$ cat src/rtl/srp_pkg.sv
package srp_pkg;

  typedef enum logic [1:0] {
    PH_CMD  = 2'd0,
    PH_WR   = 2'd1,
    PH_RD   = 2'd2,
    PH_DONE = 2'd3
  } srp_phase_e;

endpackage

$ cat src/rtl/srp_sync.sv
module srp_sync #(
  parameter int WIDTH  = 1,
  parameter int STAGES = 2
) (
  input  logic             clk,
  input  logic             rst_n,
  input  logic [WIDTH-1:0] d,
  output logic [WIDTH-1:0] q
);

  logic [WIDTH-1:0] stg [STAGES];

  always_ff @(posedge clk or negedge rst_n) begin
    if (!rst_n) stg[0] <= '0;
    else        stg[0] <= d;
  end

  genvar s;
  generate
    for (s = 1; s < STAGES; s++) begin : g_stage
      always_ff @(posedge clk or negedge rst_n) begin
        if (!rst_n) stg[s] <= '0;
        else        stg[s] <= stg[s-1];
      end
    end
  endgenerate

  assign q = stg[STAGES-1];

endmodule

$ cat src/rtl/srp_edge.sv
module srp_edge (
  input  logic clk,
  input  logic rst_n,
  input  logic lvl,
  output logic rise,
  output logic fall
);

  logic prev_q;

  always_ff @(posedge clk or negedge rst_n) begin
    if (!rst_n) prev_q <= 1'b0;
    else        prev_q <= lvl;
  end

  assign rise = lvl & ~prev_q;
  assign fall = ~lvl & prev_q;

endmodule

$ cat src/rtl/srp_shift_in.sv
module srp_shift_in #(
  parameter int DW = 8
) (
  input  logic          clk,
  input  logic          rst_n,
  input  logic          clr,
  input  logic          sample,
  input  logic          din,
  output logic          done,
  output logic [DW-1:0] value
);

  localparam int CNT_W = $clog2(DW);

  logic [DW-2:0]    sh_q;
  logic [CNT_W-1:0] cnt_q;
  logic             last_bit;

  assign last_bit = (int'(cnt_q) == DW-1);

  always_ff @(posedge clk or negedge rst_n) begin
    if (!rst_n) begin
      sh_q  <= '0;
      cnt_q <= '0;
    end else if (clr) begin
      cnt_q <= '0;
    end else if (sample) begin
      sh_q  <= {din, sh_q[DW-2:1]};
      cnt_q <= last_bit ? '0 : cnt_q + 1'b1;
    end
  end

  // LSB-first: newest bit lands on top, earlier bits below it
  assign done  = sample && last_bit;
  assign value = {din, sh_q};

endmodule

$ cat src/rtl/srp_shift_out.sv
module srp_shift_out #(
  parameter int DW = 8
) (
  input  logic          clk,
  input  logic          rst_n,
  input  logic          clr,
  input  logic          load,
  input  logic          shift,
  input  logic [DW-1:0] par_in,
  output logic          bit_out,
  output logic          at_start
);

  localparam int CNT_W = $clog2(DW);

  logic [DW-1:0]    sh_q;
  logic [CNT_W-1:0] cnt_q;
  logic             bit_q;

  always_ff @(posedge clk or negedge rst_n) begin
    if (!rst_n) begin
      sh_q  <= '0;
      cnt_q <= '0;
      bit_q <= 1'b0;
    end else if (clr) begin
      cnt_q <= '0;
    end else if (load) begin
      bit_q <= par_in[0];
      sh_q  <= par_in >> 1;
      cnt_q <= CNT_W'(1);
    end else if (shift) begin
      bit_q <= sh_q[0];
      sh_q  <= sh_q >> 1;
      cnt_q <= (int'(cnt_q) == DW-1) ? '0 : cnt_q + 1'b1;
    end
  end

  assign bit_out  = bit_q;
  assign at_start = (cnt_q == '0);

endmodule

$ cat src/rtl/serial_reg_port.sv
module serial_reg_port
  import srp_pkg::*;
#(
  parameter int NREG        = 8,
  parameter int DW          = 8,
  parameter int ADDR_W      = 5,
  parameter int SYNC_STAGES = 2
) (
  input  logic                     clk,
  input  logic                     rst_n,
  input  logic                     ser_en,
  input  logic                     ser_clk,
  input  logic                     dio_in,
  output logic                     dio_out,
  output logic                     dio_oe,
  output logic [NREG-1:0]          wr_strobe,
  output logic [DW-1:0]            wr_data,
  output logic [$clog2(NREG)-1:0]  rd_sel,
  input  logic [DW-1:0]            rd_data
);

  localparam int IDX_W      = $clog2(NREG);
  localparam int BURST_ADDR = (1 << ADDR_W) - 1;

  // ---------------- command arithmetic ----------------
  function automatic logic [ADDR_W-1:0] cmd_addr(input logic [DW-1:0] c);
    return c[ADDR_W:1];
  endfunction

  function automatic logic cmd_read(input logic [DW-1:0] c);
    return c[0];
  endfunction

  function automatic logic addr_burst(input logic [ADDR_W-1:0] a);
    return a == ADDR_W'(BURST_ADDR);
  endfunction

  function automatic logic addr_ok(input logic [ADDR_W-1:0] a);
    return addr_burst(a) || (int'(a) < NREG);
  endfunction

  function automatic logic idx_last(input logic [IDX_W-1:0] i, input logic burst);
    return !burst || (int'(i) == NREG-1);
  endfunction

  // ---------------- synchronizers and edges ----------------
  logic [2:0] raw_in, sync_lvl;
  logic       en_s, sclk_s, din_s;
  logic       rise_ev, fall_ev;

  assign raw_in = {dio_in, ser_clk, ser_en};

  srp_sync #(.WIDTH(3), .STAGES(SYNC_STAGES)) u_sync (
    .clk  (clk),
    .rst_n(rst_n),
    .d    (raw_in),
    .q    (sync_lvl)
  );

  assign en_s   = sync_lvl[0];
  assign sclk_s = sync_lvl[1];
  assign din_s  = sync_lvl[2];

  srp_edge u_edge (
    .clk  (clk),
    .rst_n(rst_n),
    .lvl  (sclk_s),
    .rise (rise_ev),
    .fall (fall_ev)
  );

  // ---------------- state ----------------
  srp_phase_e        phase_q;
  logic [IDX_W-1:0]  idx_q;
  logic              burst_q;
  logic              fin_q;
  logic              drive_q;
  logic [NREG-1:0]   wr_strobe_q;
  logic [DW-1:0]     wr_data_q;

  // ---------------- receive path ----------------
  logic          rx_sample, rx_clr, rx_done;
  logic [DW-1:0] rx_value;

  assign rx_clr    = !en_s;
  assign rx_sample = en_s && rise_ev && (phase_q == PH_CMD || phase_q == PH_WR);

  srp_shift_in #(.DW(DW)) u_rx (
    .clk   (clk),
    .rst_n (rst_n),
    .clr   (rx_clr),
    .sample(rx_sample),
    .din   (din_s),
    .done  (rx_done),
    .value (rx_value)
  );

  // named events for the checker
  logic              cmd_done, byte_wr, cmd_bad;
  logic [ADDR_W-1:0] cmd_a;
  logic              cmd_is_burst;

  assign cmd_a        = cmd_addr(rx_value);
  assign cmd_is_burst = addr_burst(cmd_a);
  assign cmd_done     = rx_done && (phase_q == PH_CMD);
  assign byte_wr      = rx_done && (phase_q == PH_WR);
  assign cmd_bad      = cmd_done && !addr_ok(cmd_a);

  // ---------------- transmit path ----------------
  logic rd_fall, tx_at_start, tx_load, tx_shift, rd_end, tx_clr;

  assign tx_clr   = !en_s;
  assign rd_fall  = en_s && fall_ev && (phase_q == PH_RD);
  assign tx_load  = rd_fall && tx_at_start && !fin_q;
  assign tx_shift = rd_fall && !tx_at_start;
  assign rd_end   = rd_fall && tx_at_start && fin_q;

  srp_shift_out #(.DW(DW)) u_tx (
    .clk     (clk),
    .rst_n   (rst_n),
    .clr     (tx_clr),
    .load    (tx_load),
    .shift   (tx_shift),
    .par_in  (rd_data),
    .bit_out (dio_out),
    .at_start(tx_at_start)
  );

  // ---------------- transfer sequencer ----------------
  always_ff @(posedge clk or negedge rst_n) begin
    if (!rst_n) begin
      phase_q     <= PH_CMD;
      idx_q       <= '0;
      burst_q     <= 1'b0;
      fin_q       <= 1'b0;
      drive_q     <= 1'b0;
      wr_strobe_q <= '0;
      wr_data_q   <= '0;
    end else if (!en_s) begin
      phase_q     <= PH_CMD;
      idx_q       <= '0;
      burst_q     <= 1'b0;
      fin_q       <= 1'b0;
      drive_q     <= 1'b0;
      wr_strobe_q <= '0;
    end else begin
      wr_strobe_q <= '0;
      if (cmd_done) begin
        if (!addr_ok(cmd_a)) begin
          phase_q <= PH_DONE;
        end else begin
          phase_q <= cmd_read(rx_value) ? PH_RD : PH_WR;
          burst_q <= cmd_is_burst;
          idx_q   <= cmd_is_burst ? '0 : cmd_a[IDX_W-1:0];
          fin_q   <= 1'b0;
        end
      end
      if (byte_wr) begin
        wr_strobe_q <= {{(NREG-1){1'b0}}, 1'b1} << idx_q;
        wr_data_q   <= rx_value;
        if (idx_last(idx_q, burst_q)) phase_q <= PH_DONE;
        else                          idx_q   <= idx_q + 1'b1;
      end
      if (tx_load) begin
        drive_q <= 1'b1;
        fin_q   <= idx_last(idx_q, burst_q);
        if (!idx_last(idx_q, burst_q)) idx_q <= idx_q + 1'b1;
      end
      if (rd_end) begin
        drive_q <= 1'b0;
        phase_q <= PH_DONE;
      end
    end
  end

  assign wr_strobe = wr_strobe_q;
  assign wr_data   = wr_data_q;
  assign rd_sel    = idx_q;
  assign dio_oe    = drive_q & ser_en;

endmodule

$ cat config.mk
export PLATFORM = sky130hd
export DESIGN_NAME = serial_reg_port
export DESIGN_NICKNAME = d
export VERILOG_FILES = /design/src/rtl/srp_pkg.sv /design/src/rtl/srp_sync.sv /design/src/rtl/srp_edge.sv /design/src/rtl/srp_shift_in.sv /design/src/rtl/srp_shift_out.sv /design/src/rtl/serial_reg_port.sv
export SDC_FILE = /design/constraint.sdc
export NUM_CORES = 1
export LEC_CHECK = 0
export BUFFER_PORTS_ARGS = -buffer_cell sky130_fd_sc_hd__buf_2
export CORE_ASPECT_RATIO = 0.8
export CORE_MARGIN = 10
export CORE_UTILIZATION = 35
export DETAILED_ROUTE_END_ITERATION = 10
export SETUP_SLACK_MARGIN = 0.5
export SYNTH_ARGS = -nofsm -noshare
export SYNTH_HDL_FRONTEND = slang
export SYNTH_SLANG_ARGS = --single-unit
$ cat constraint.sdc
create_clock -name clk -period 3.07 [get_ports clk]
set_input_delay 0.4605 -clock clk [delete_from_list [all_inputs] [get_ports clk]]
set_output_delay 0.4605 -clock clk [all_outputs]
set_load 0.01 [all_outputs]
==> run_results.csv, run 1 <==
group,metric,value,unit
status,status,"completed",
grt,grt_use_total,9.17,%
cts,numCtsBuffers,5,
grt,grt_start_max_net_pins,30,
cts,cts_root_buf,"clkbuf_8",
place,io_buffers,33,
cts,clk_latency,0.31,ns
worst_setup_path,critPathLaunch,"u_tx.cnt_q[0]$_DFFE_PN0P_",
synth,netlist_instances,189,
hold_path,hold_path_class,"input pin to async pin",
timing,post-route-period-util,69.0,%
synth,ys_warn_count,0,
place,placed_area,0.00259,mm2
synth,synth_nets,213,
worst_setup_path,ff2ff_setup_slack,0.95,ns
grt,antenna_found_initial,0,
place,place.gp.congestion,0.789,
route,drc,0,
power_and_ir_drop,leakage,1.33,nW
power_and_ir_drop,swShare,25.6,%
timing,final.setup.tns,0,ns
worst_setup_path,cp_max_fo,12,
floorplan,die-area,0.0103,mm2
power_and_ir_drop,vdd_drop_max,0.237,mV
timing,drv_slew,0,
power_and_ir_drop,power_density,482,mW/mm2
finish,antenna_cells,0,
job,drv_cap,0,
power_and_ir_drop,power.switching,0.331,mW
route,finalWirelength,4420,um
floorplan,num_rows,26,
floorplan,core_area,0.00641,mm2
finish,drive_above_1_share,30.1,%
cts,cts_hold_buf,0,
worst_setup_path,crit_path_end,"rd_sel[2]$_DFF_PN0_",
finish,design_area,0.00268,mm2
worst_setup_path,crit_type,"flop to flop",
worst_setup_path,critPathLaunchType,"flop",
synth,synthFlopType,"dfrtp_1",
synth,synth_top_area_share,56.0,%
cts,clk_pin_slew_worst_paths,0.10,ns
worst_setup_path,crit_path_end_kind,"flop",
worst_setup_path,rr_endpoint,"rd_sel[2]$_DFF_PN0_",
synth,synth_largest_area_cell,"dfrtp_1",
cts,numClockSinks,52,
worst_setup_path,arrival,2.33,ns
finish,area_growth,15.5,%
synth,synth-seq-area-share,56.0,%
timing,relSlewSlack,56.6,%
synth,synthArstFlopShare,100,%
synth,ys_ff_latch,52,
power_and_ir_drop,seqPwrFrac,61.4,%
floorplan,start_util,36.3,%
timing,finalSetupViolCount,0,
cts,htree_levels,2,
grt,grt_pass1_wl,7940,um
synth,synth_edf_count,0,
floorplan,die_w,111,um
route,vias_per_cell,4.82,
grt,grt_overflow,0,
worst_setup_path,reg2reg_depth,8,
synth,yosysUniqueCellTypes,36,
grt,first_global_vias,1586,
floorplan,ioPinCount,34,
power_and_ir_drop,combPwrFrac,7.2,%
synth,synthTopCellsByArea,"dfrtp_1 (56%), mux2_2 (7.8%), ha_1 (5.9%)",
route,antenna_left,0,
power_and_ir_drop,pwr-share-clk,31.5,%
worst_setup_path,crit_required,3.28,ns
cts,cts_tree,"built",
timing,hold_slack,0.170,ns
cts,cts.repair.resized,0,
synth,avgSynthCellArea,12.3,um2
power_and_ir_drop,p_int,0.963,mW
worst_setup_path,r2r_start,"u_tx.cnt_q[0]$_DFFE_PN0P_",
timing,max_freq,0.472,GHz
timing,worst_pin_slew,0.651,ns
synth,netlist_area,0.00232,mm2
place,hpwl,3220,um
route,avgRoutedWirePerCell,14.1,um
timing,rsz0062_at_grt,"no",
cts,clock_path_buffers,2,
route,drtIter0Drc,105,
timing,fin_crit,2.12,ns
timing,final_hold_viol_count,0,
route,num_vias,1510,
route,dr.pass1.iters,4,
floorplan,die_h,92.9,um
cts,postCtsSetupRepairBufs,0,
finish,layout.nets,252,
timing,clock_skew,0.0142,ns
[sequential cells by signal (all words and copies together), names as in the netlist]
name	flops
wr_data	8
wr_strobe	8
u_rx.sh_q	7
u_tx.sh_q	7
rd_sel	3
u_rx.cnt_q	3
u_sync.q	3
u_sync.stg	3
u_tx.cnt_q	3
phase_q	2
burst_q	1
drive_q	1
fin_q	1
u_edge.prev_q	1
u_tx.bit_out	1
[worst min-delay path by stage]
stage | start | to | slack, ns | cells after the start
3_3_place_gp | u_sync.stg[5]$_DFF_PN0_ | u_sync.q[2]$_DFF_PN0_ | 0.33 | 0
2_1_floorplan | rst_n | burst_q$_DFFE_PN0P_ | 0.16 | 0
4_1_cts | rst_n | u_sync.stg[4]$_DFF_PN0_ | 0.20 | 1
5_1_grt | rst_n | u_sync.stg[4]$_DFF_PN0_ | 0.22 | 1
3_5_place_dp | u_sync.stg[3]$_DFF_PN0_ | u_sync.q[0]$_DFF_PN0_ | 0.34 | 0
6_report | rst_n | wr_data[6]$_DFFE_PN0P_ | 0.17 | 1
[routing by layer]
layer / part of all wire, % / vias up / GRT usage, %
li1: - / 749 / -
met1: 52 / 715 / 12.5
met2: 41 / 39 / 13.2
met3: 5.9 / 7 / 3.09
met4: 1.2 / 0 / 3.21
met5: 0 / - / 0
[cells in the final DEF (no fill, tap or decap), types with 7 or more instances in the layout]
master   synthesis  layout
a21oi_1         12      12
buf_2            3      33
dfrtp_1         52      52
ha_1            11      11
inv_1            7       7
mux2_2          16      16
mux2i_1          7       7
nand2_1         12      12
nor2_1          15      15
o21ai_0          9       9
[per-stage QoR]
step                utilization, %  power [mW]  instances  setup WS [ns]
finish                        41.9        1.29        313          0.951
global route                  41.9        1.36        313          0.759
CTS                           41.9        1.31        313          0.922
detailed placement            40.4       0.902        305          0.931
global placement              40.4       0.899        305           1.11
floorplan                        -       0.846        189           1.25
[cell type report]
| cell class | count | area, um2 |
|---|---|---|
| Tap cell | 84 | 105 |
| Multi-Input combinational cell | 123 | 947 |
| Clock buffer | 7 | 86.3 |
| Clock inverter | 1 | 7.51 |
| Fill cell | 617 | 3720 |
| Inverter | 7 | 26.3 |
| Sequential cell | 52 | 1300 |
| Timing Repair Buffer | 39 | 210 |
[cell usage after synthesis (2+ instances only)]
master and n:
dfrtp_1 52, mux2_2 16, nor2_1 15, a21oi_1 12, nand2_1 12, ha_1 11
o21ai_0 9, inv_1 7, mux2i_1 7, and3_1 6, a211oi_1 3, a21o_1 3
a221oi_1 3, and2_1 3, buf_2 3, buf_6 2, nand2b_1 2, nand4b_4 2
nor2b_1 2, nor3_1 2, nor3b_1 2
[power by group through the flow]
stage / clock [mW] / sequential, mW / combinational [mW]
floorplan: 0 / 0.780 / 0.0662
global placement: 0 / 0.807 / 0.0926
detailed placement: 0 / 0.808 / 0.0947
CTS: 0.421 / 0.794 / 0.0956
global route: 0.447 / 0.801 / 0.109
finish: 0.407 / 0.794 / 0.0930
[worst max-delay path, stage by stage, from the launching register on]
cell and delay (ns):
dfrtp_1 0.40, inv_1 0.09, ha_1 0.15, nor2b_1 0.37
nor4b_4 0.27, buf_4 0.25, o21a_2 0.18, a221oi_1 0.05
a211oi_1 0.26
[kinds of logic after synthesis]
logic type,synth area share (%)
muxes,10.8
adders and majority gates,5.92
buffers and inverters,3.23
DFF,56.0
AOI/OAI and AO/OA,10.2
and+or+nand+nor,13.8
Power figures use the tool's default switching activity.
==> run 2: changes to the inputs <==
- clock period: 3.07 -> 1.85 ns (I/O delays scaled with it)
==> run_results.csv, run 2 (synthesized netlist as in run 1, its figures left out) <==
group,metric,value,unit
grt,grt_overflow,0,
timing,relSlewSlack,69.4,%
grt,grt_start_max_net_pins,35,
finish,final_cell_mix,"dfrtp_1 (46), buf_2 (33), buf_4 (24), nor2_1 (14), buf_6 (14)",
route,drtIter0Drc,45,
timing,fin_crit,1.75,ns
grt,grt_use_met1,12.3,%
timing,finalSetupViolCount,0,
power_and_ir_drop,power_density,727,mW/mm2
place,hpwl,3480,um
place,place.gp.congestion,0.794,
status,status,"completed",
finish,area_growth,44.3,%
grt,grt_use_total,10.2,%
worst_setup_path,cpLargestDelayFamily,"simple AND/OR/NAND/NOR gates",
timing,clock_skew,0.0114,ns
power_and_ir_drop,total_power,2.44,mW
floorplan,ioPinCount,34,
grt,first_global_vias,1807,
floorplan,die_h,92.9,um
power_and_ir_drop,leakage,1.60,nW
floorplan,core_area,0.00641,mm2
worst_setup_path,critPathLaunchType,"flop",
hold_path,hold_path_class,"input pin to flop",
timing,rsz0062_at_grt,"yes",
cts,clk_pin_slew_worst_paths,0.10,ns
worst_setup_path,crit_path_end_kind,"flop",
cts,numClockSinks,52,
cts,cts_root_buf,"clkbuf_8",
timing,final_hold_viol_count,0,
floorplan,die_w,111,um
grt,met3_usage,3.68,%
grt,grt_pass1_wl,8810,um
job,drv_cap,0,
worst_setup_path,critPathBufInv,1,
grt,antenna_found_initial,0,
worst_setup_path,max_stage_delay,0.37,ns
timing,max_freq,0.573,GHz
cts,htree_levels,2,
timing,drv_slew,0,
grt,top_usage_layer,"met2",
finish,fill_cells,555,
floorplan,num_rows,26,
worst_setup_path,critPathSlowestCell,"dfrtp_1",
route,vias_per_cell,4.86,
route,finalWirelength,5410,um
worst_setup_path,arrival,1.93,ns
finish,antenna_cells,0,
route,antenna_left,0,
power_and_ir_drop,vdd_drop_max,0.448,mV
worst_setup_path,crit_type,"flop to flop",
worst_setup_path,critical_path.cell_chain,"ha_2 > ha_4 > nand4b_4 > buf_4 > nor3_4 > nand2_2 > a221oi_2 > a211oi_1",
worst_setup_path,cp_max_fo,5,
timing,post-route-period-util,94.4,%
timing,worst_pin_slew,0.459,ns
place,io_buffers,33,
cts,cts_tree,"built",
route,drc,0,
worst_setup_path,crit_required,2.03,ns
cts,numCtsBuffers,5,
timing,final.setup.tns,0,ns
cts,clock_path_buffers,2,
route,dr.pass1.iters,4,
worst_setup_path,ff2ff_setup_slack,0.10,ns
route,num_vias,1702,
finish,layout.cells.most_common,"dfrtp_1",
grt,grt_use_met2,17.2,%
finish,drive_above_1_share,55.3,%
route,avgRoutedWirePerCell,15.5,um
finish,layout.nets,289,
cts,clk_latency,0.30,ns
floorplan,start_util,36.3,%
floorplan,die-area,0.0103,mm2
-- run 2: cell types whose count changed in the layout (fill, tap and decap cells not counted), moves of 5 or more --
cell / before / now
buf_4: 6 / 24
buf_6: 0 / 14
dfrtp_1: 52 / 46
dfrtp_2: 0 / 6
ha_1: 11 / 4
ha_4: 0 / 5
mux2_2: 16 / 6
mux2_4: 0 / 10
nand2_1: 12 / 6
nand2_2: 0 / 5
o21ai_0: 9 / 1
o21ai_1: 0 / 5
-- run 2: worst paths after layout --
kind	from	end	cells past startpoint
max	u_rx.cnt_q[1]$_DFFE_PN0P_	rd_sel[2]$_DFF_PN0_	8
min	dio_in	u_sync.stg[5]$_DFF_PN0_	1
max reg2reg	u_rx.cnt_q[1]$_DFFE_PN0P_	rd_sel[2]$_DFF_PN0_	8
min reg2reg	u_sync.stg[3]$_DFF_PN0_	u_sync.q[0]$_DFF_PN0_	0
max in group asynchronous	rst_n	phase_q[1]$_DFF_PN0_	3
min in group asynchronous	rst_n	wr_data[6]$_DFFE_PN0P_	2
-- run 2: area by class of cell --
| type | instances | area (um2) | area share [%] |
|---|---|---|---|
| sequential | 52 | 1310 | 39.0 |
| multi-input combinational | 123 | 1200 | 35.7 |
| timing repair buffer | 76 | 588 | 17.5 |
| tap | 84 | 105 | 3.14 |
| clock buffer | 7 | 96.3 | 2.87 |
| clock inverter | 1 | 30.0 | 0.896 |
| inverter | 7 | 26.3 | 0.784 |
-- run 2: report_power, final --
part | internal, mW | leakage [nW] | switching (mW)
logic | 0.166 | 0.880 | 0.105
registers | 1.21 | 0.653 | 0.115
clock network | 0.478 | 0.0645 | 0.362
total | 1.85 | 1.60 | 0.581
-- run 2: routing by layer --
metal / wire length, um / vias to the layer above
met4: 68 / 0
met3: 315 / 6
met2: 2650 / 39
met5: 0 / -
met1: 2370 / 838
li1: - / 819
-- run 2: timing repair --
action | 4_1_cts | 5_1_grt
endpoints found under the hold margin | 18 | 0
hold buffers | 1 | 0
buffers inserted | 19 | 10
pin swaps | 22 | 14
gates resized for setup | 29 | 39
gates cloned | 0 | 1
setup endpoints to repair | 45 | 45
-- run 2: metrics by stage --
step / std cells / hold WS, ns / utilization [%] / area [um2] / worst slack (ns)
2_1_floorplan: 189 / -0.0181 / - / 2420 / 0.171
3_3_place_gp: 311 / 0.262 / 42.7 / 2740 / 0.108
3_5_place_dp: 311 / 0.264 / 42.7 / 2740 / 0.0805
4_1_cts: 339 / 0.0766 / 49.0 / 3140 / 0.141
5_1_grt: 350 / 0.0666 / 52.3 / 3350 / 0.00149
6_report: 350 / 0.0816 / 52.3 / 3350 / 0.103
